===== config.mk =====
export PLATFORM = sky130hd
export DESIGN_NAME = kbd_host_port
export DESIGN_NICKNAME = d
export VERILOG_FILES = /design/src/rtl/kbd_host_port.sv
export SDC_FILE = /design/constraint.sdc
export NUM_CORES = 1
export LEC_CHECK = 0
export ABC_AREA = 1
export BUFFER_PORTS_ARGS = -buffer_cell sky130_fd_sc_hd__buf_2
export CORE_UTILIZATION = 45
export DETAILED_ROUTE_END_ITERATION = 12
export PLACE_DENSITY = 0.69
export SETUP_SLACK_MARGIN = 0.4
export SYNTH_ARGS = -nofsm -noshare
export SYNTH_HDL_FRONTEND = slang
export SYNTH_SLANG_ARGS = --single-unit

===== constraint.sdc =====
create_clock -name clk -period 1.5 [get_ports clk]
set_clock_uncertainty 0.05 [all_clocks]
set_input_delay 0.45 -clock clk [delete_from_list [all_inputs] [get_ports clk]]
set_output_delay 0.45 -clock clk [all_outputs]
set_load 0.05 [all_outputs]

===== src/rtl/kbd_host_port.sv =====
module kbd_host_port #(
  parameter int INHIBIT_CYC = 5000,
  parameter int TIMEOUT_CYC = 100000
) (
  input  logic       clk,
  input  logic       rst_n,
  input  logic       cpu_sel,
  input  logic       cpu_we,
  input  logic       cpu_addr,
  input  logic [7:0] cpu_wdata,
  output logic [7:0] cpu_rdata,
  output logic       irq,
  input  logic       ps2_clk_i,
  input  logic       ps2_dat_i,
  output logic       ps2_clk_oe,
  output logic       ps2_dat_oe
);
  localparam int TMAX = (INHIBIT_CYC > TIMEOUT_CYC) ? INHIBIT_CYC : TIMEOUT_CYC;
  localparam int TW   = $clog2(TMAX + 1);

  typedef enum logic [1:0] {S_IDLE, S_RX, S_INH, S_TX} state_t;

  state_t      state;
  logic [1:0]  csync, dsync;
  logic        clk_d;
  logic [3:0]  cnt;
  logic [7:0]  sr, dout;
  logic        rpar;
  logic [9:0]  txbits;
  logic [TW-1:0] tmr;
  logic        obf, err_q, busy_q, done_q, nack_q, ie_q;

  wire clk_s   = csync[1];
  wire dat_s   = dsync[1];
  wire fall    = clk_d & ~clk_s;
  wire wr_data = cpu_sel & cpu_we & ~cpu_addr;
  wire wr_ctl  = cpu_sel & cpu_we &  cpu_addr;
  wire rd_data = cpu_sel & ~cpu_we & ~cpu_addr;
  wire rd_stat = cpu_sel & ~cpu_we &  cpu_addr;
  wire pending = (state == S_INH) || (state == S_TX);
  wire rx_last = (state == S_RX) && fall && (cnt == 4'd9);
  wire rx_ok   = dat_s && (^{sr, rpar});
  wire rx_store = rx_last && rx_ok;
  wire rx_bad   = rx_last && !rx_ok;
  wire timed_out = (tmr == TW'(TIMEOUT_CYC - 1));

  wire [7:0] status = {1'b0, ie_q, nack_q, done_q, busy_q, err_q, pending, obf};

  assign cpu_rdata = cpu_addr ? status : dout;
  assign irq       = ie_q & (obf | done_q);

  always_ff @(posedge clk or negedge rst_n) begin
    if (!rst_n) begin
      csync <= 2'b11;
      dsync <= 2'b11;
      clk_d <= 1'b1;
    end else begin
      csync <= {csync[0], ps2_clk_i};
      dsync <= {dsync[0], ps2_dat_i};
      clk_d <= clk_s;
    end
  end

  always_ff @(posedge clk or negedge rst_n) begin
    if (!rst_n) begin
      state      <= S_IDLE;
      cnt        <= '0;
      sr         <= '0;
      rpar       <= 1'b0;
      txbits     <= '0;
      tmr        <= '0;
      dout       <= '0;
      obf        <= 1'b0;
      err_q      <= 1'b0;
      busy_q     <= 1'b0;
      done_q     <= 1'b0;
      nack_q     <= 1'b0;
      ie_q       <= 1'b0;
      ps2_clk_oe <= 1'b0;
      ps2_dat_oe <= 1'b0;
    end else begin
      if (rd_stat) begin
        err_q  <= 1'b0;
        busy_q <= 1'b0;
        done_q <= 1'b0;
        nack_q <= 1'b0;
      end
      if (rd_data) obf <= 1'b0;
      if (wr_ctl)  ie_q <= cpu_wdata[0];
      tmr <= tmr + 1'b1;

      case (state)
        S_IDLE: begin
          tmr <= '0;
          if (fall && !dat_s) begin
            state <= S_RX;
            cnt   <= '0;
          end
        end
        S_RX: begin
          if (fall) begin
            tmr <= '0;
            cnt <= cnt + 1'b1;
            if (cnt < 4'd8) sr <= {dat_s, sr[7:1]};
            if (cnt == 4'd8) rpar <= dat_s;
            if (cnt == 4'd9) state <= S_IDLE;
          end else if (timed_out) begin
            state <= S_IDLE;
          end
        end
        S_INH: begin
          if (tmr == TW'(INHIBIT_CYC - 1)) begin
            ps2_clk_oe <= 1'b0;
            ps2_dat_oe <= 1'b1;
            state      <= S_TX;
            cnt        <= '0;
            tmr        <= '0;
          end
        end
        S_TX: begin
          if (fall) begin
            tmr <= '0;
            cnt <= cnt + 1'b1;
            if (cnt < 4'd10) ps2_dat_oe <= ~txbits[cnt];
            if (cnt == 4'd10) begin
              state <= S_IDLE;
              if (!dat_s) done_q <= 1'b1;
              else        nack_q <= 1'b1;
            end
          end else if (timed_out) begin
            state      <= S_IDLE;
            ps2_dat_oe <= 1'b0;
            nack_q     <= 1'b1;
          end
        end
        default: state <= S_IDLE;
      endcase

      if (wr_data) begin
        if (pending) begin
          busy_q <= 1'b1;
        end else begin
          txbits     <= {1'b1, ~^cpu_wdata, cpu_wdata};
          state      <= S_INH;
          tmr        <= '0;
          ps2_clk_oe <= 1'b1;
          ps2_dat_oe <= 1'b0;
        end
      end

      if (rx_store) begin
        dout <= sr;
        obf  <= 1'b1;
      end
      if (rx_bad) err_q <= 1'b1;
    end
  end

  assert_read_clears_full_R8: assert property (@(posedge clk) disable iff (!rst_n)
    (rd_data && !rx_store) |=> !obf);

  assert_refused_write_R6: assert property (@(posedge clk) disable iff (!rst_n)
    (wr_data && pending) |=> (busy_q && $stable(txbits)));

  assert_err_keeps_data_R3: assert property (@(posedge clk) disable iff (!rst_n)
    $rose(err_q) |-> $stable(dout));

  assert_start_at_release_R5: assert property (@(posedge clk) disable iff (!rst_n)
    $fell(ps2_clk_oe) |-> ps2_dat_oe);

  assert_lines_exclusive_R5: assert property (@(posedge clk) disable iff (!rst_n)
    !(ps2_clk_oe && ps2_dat_oe));

  assert_done_from_send_R7: assert property (@(posedge clk) disable iff (!rst_n)
    $rose(done_q) |-> $past(state == S_TX));
endmodule


==> impl_metrics.ini <==
[timing]
hold_viol = 0
max_clock_freq_mhz = 593.7
fin_hold_ws_ns = 0.05313
worstMarginPinSlew_ns = 0.4772
finalSetupViolCount = 43
relSlewSlack_pct = 68.18
setup_slack_ns = -0.1843
min_period_ns = 1.684
period_share_pct = 112.3
grt_setup_unrepaired = true
slew_violations = 0

[worst_setup_path]
start_kind = register
crit_start = dout[3]
cp_slowest_cell = dfrtp_1
rr_startpoint = tmr[0]
max_stage_delay_ns = 0.41
path_max_fanout = 2
arrival_ns = 1.18
required_ns = 1.00
worstPathCellList = mux2_2 -> buf_6
worstSetupEndpointType = primary output
r2r-end = nack_q
reg2reg_depth = 9
r2r_slack_ns = -0.11
setup.worst_path.end = cpu_rdata[3]
crit_type = reg2out

[final_layout]
drive_above_1_share_pct = 50.71
final.fill_count = 510
utilization_pct = 73.40
final_cell_mix = nand2_1, buf_4, dfrtp_1
area_delta_synth_final_pct = 58.24
fin_nets = 580
final_common_cell = nand2_1
diodes = 0

[pwr]
irDropWorstVdd_v = 0.0004791
power.density_mw_per_mm2 = 661.8
p_leak_nw = 2.623

[floorplanning]
core_area_mm2 = 0.007253
rows = 31
initial_utilization_pct = 46.39
pin_count = 26
die_w_um = 88.47
die-area_mm2 = 0.007826
die_h_um = 88.47

[synthesis]
synth_compound_area_share_pct = 6.545
synthAdderAreaFrac_pct = 1.488
synth-seq-area-share_pct = 47.04
synth_area_mm2 = 0.003364
synth_nets = 462
synth_area_leaders = dfrtp_1, nand2_1, nor2_1, inv_1, dfstp_2
syn_area_per_cell_um2 = 7.595
syn_inst = 443
ys_ff_latch = 63
synth_edf_count = 0
synth.area.mux_share_pct = 1.004
yosys.area_share.simple_pct = 32.17
synth_area_leader_cell = dfrtp_1
synth_warnings = 0
synthDistinctLibCells = 34
synthFlopType = dfrtp_1
synth_top_family_by_area = simple AND/OR/NAND/NOR gates
yosysTopAreaCellShare_pct = 43.14
synth_xor_area_share_pct = 3.905
synth-async-reset-ratio_pct = 100.0

[routing]
wire_per_inst_um = 14.56
post-route-drc-count = 0
drtPass1Iterations = 4
via_per_inst = 5.059
drt-total-wl_um = 9685
vias = 3364
drt-initial-drc-count = 164
ant_nets = 0

[hold_path]
worst_hold_path_type = in2async

[cts]
clockRootBuffer = clkbuf_8
cts_sinks = 63
cts_tree = built
clk_path_buf_depth = 2
clkTransAtPathRegs_ns = 0.07
cts_buffers = 9
cts_hold_buf = 0
cts.htree.levels = 3
insertion_delay_ns = 0.34

[placed_design]
hpwl_um = 5649
io_buffers = 25
finalWeightedCongestion = 0.8921

[grt]
grt_max_degree = 64
grt_pass1_wl_um = 14950
overflow = 0
grt_pass1_vias = 3277
antenna_found_initial = 0
track_usage_pct = 25.23

[outcome]
status = finished, violations left
violations = setup timing

[run]
cap_violations = 0
per-stage QoR:
| step | setup WS [ns] | area [um2] | instances | TNS (ns) | total power [W] |
|---|---|---|---|---|---|
| floorplan | -0.07044 | 3671 | 443 | -0.7729 | 0.001933 |
| global placement | -0.2388 | 4149 | 601 | -5.761 | 0.002033 |
| detailed placement | -0.2580 | 4149 | 601 | -7.092 | 0.002043 |
| CTS | -0.1987 | 4916 | 649 | -2.439 | 0.003530 |
| global route | -0.2381 | 5324 | 665 | -6.465 | 0.003659 |
| finish | -0.1843 | 5324 | 665 | -2.570 | 0.003523 |
what timing repair did:
| item | in CTS | in global routing |
|---|---|---|
| pin swaps | 50 | 38 |
| gates resized for setup | 102 | 80 |
| endpoints found under the setup margin | 67 | 67 |
| setup buffers | 27 | 16 |
| gates cloned | 5 | 0 |
sequential cells by signal, summed over array words and instances (netlist names):
| signal | count |
|---|---|
| tmr | 17 |
| txbits | 10 |
| dout | 8 |
| sr | 8 |
| cnt | 4 |
| csync | 2 |
| dsync | 2 |
| state | 2 |
| busy_q | 1 |
| clk_d | 1 |
| done_q | 1 |
| err_q | 1 |
| ie_q | 1 |
| nack_q | 1 |
| obf | 1 |
| ps2_clk_oe | 1 |
| ps2_dat_oe | 1 |
| rpar | 1 |
critical path: cells and delay by family (launching register included):
family,cells,cell delay (ns)
muxes,1,0.28
DFF,1,0.41
buffers and inverters,1,0.15
synth_stat cells, types with 2 or more instances:
cell / n
buf_2: 4
inv_2: 3
ha_1: 4
a21oi_1: 13
inv_1: 53
nand3_1: 23
nor2_1: 54
o21ai_0: 24
dfrtp_1: 58
xor2_1: 9
xnor2_1: 6
dfstp_2: 5
nand2_1: 139
buf_4: 2
mux2_2: 3
nand4_1: 13
nor3_1: 13
how the worst min path moves through the flow:
stage / end / cells after the start / slack, ns / from
after CTS: tmr[0] / 2 / 0.07 / rst_n
after detailed placement: dsync[1] / 0 / 0.30 / dsync[0]
final: tmr[0] / 2 / 0.05 / rst_n
after global routing: tmr[0] / 2 / 0.07 / rst_n
after floorplan: busy_q / 0 / 0.10 / rst_n
after global placement: dsync[1] / 0 / 0.30 / dsync[0]
cell type report:
| cell class | count | area, um2 | share of cell area [%] |
|---|---|---|---|
| clock inverter | 4 | 45.04 | 0.8461 |
| multi-input combinational | 319 | 2247 | 42.21 |
| clock buffer | 12 | 145.1 | 2.726 |
| sequential | 63 | 1590 | 29.87 |
| timing repair buffer | 112 | 940.9 | 17.67 |
| inverter | 56 | 231.5 | 4.348 |
| tap | 99 | 123.9 | 2.327 |
per-layer routing:
| metal | global-route usage [%] | routed length [um] | up-vias |
|---|---|---|---|
| met2 | 42.31 | 4773 | 100 |
| li1 | - | - | 1653 |
| met4 | 9.531 | 286 | 0 |
| met3 | 6.343 | 543 | 35 |
| met5 | 0 | 0 | - |
| met1 | 31.46 | 4081 | 1576 |
report_power, final:
group	switching, W	internal, W
sequential	0.0000189	0.00173
clock	0.000652	0.000806
combinational	0.000185	0.000133
total	0.000856	0.00267
kinds of logic (layout without fill, tap and decap cells):
logic type      count (synthesis)  count (layout)
buf+inv                        65             184
simple gates                  251             255
compound gates                 42              42
fa+ha+maj                       4               4
xor+xnor                       15              15
flops                          63              63
mux                             3               3
Note: power is estimated with default switching activity, not from simulation.
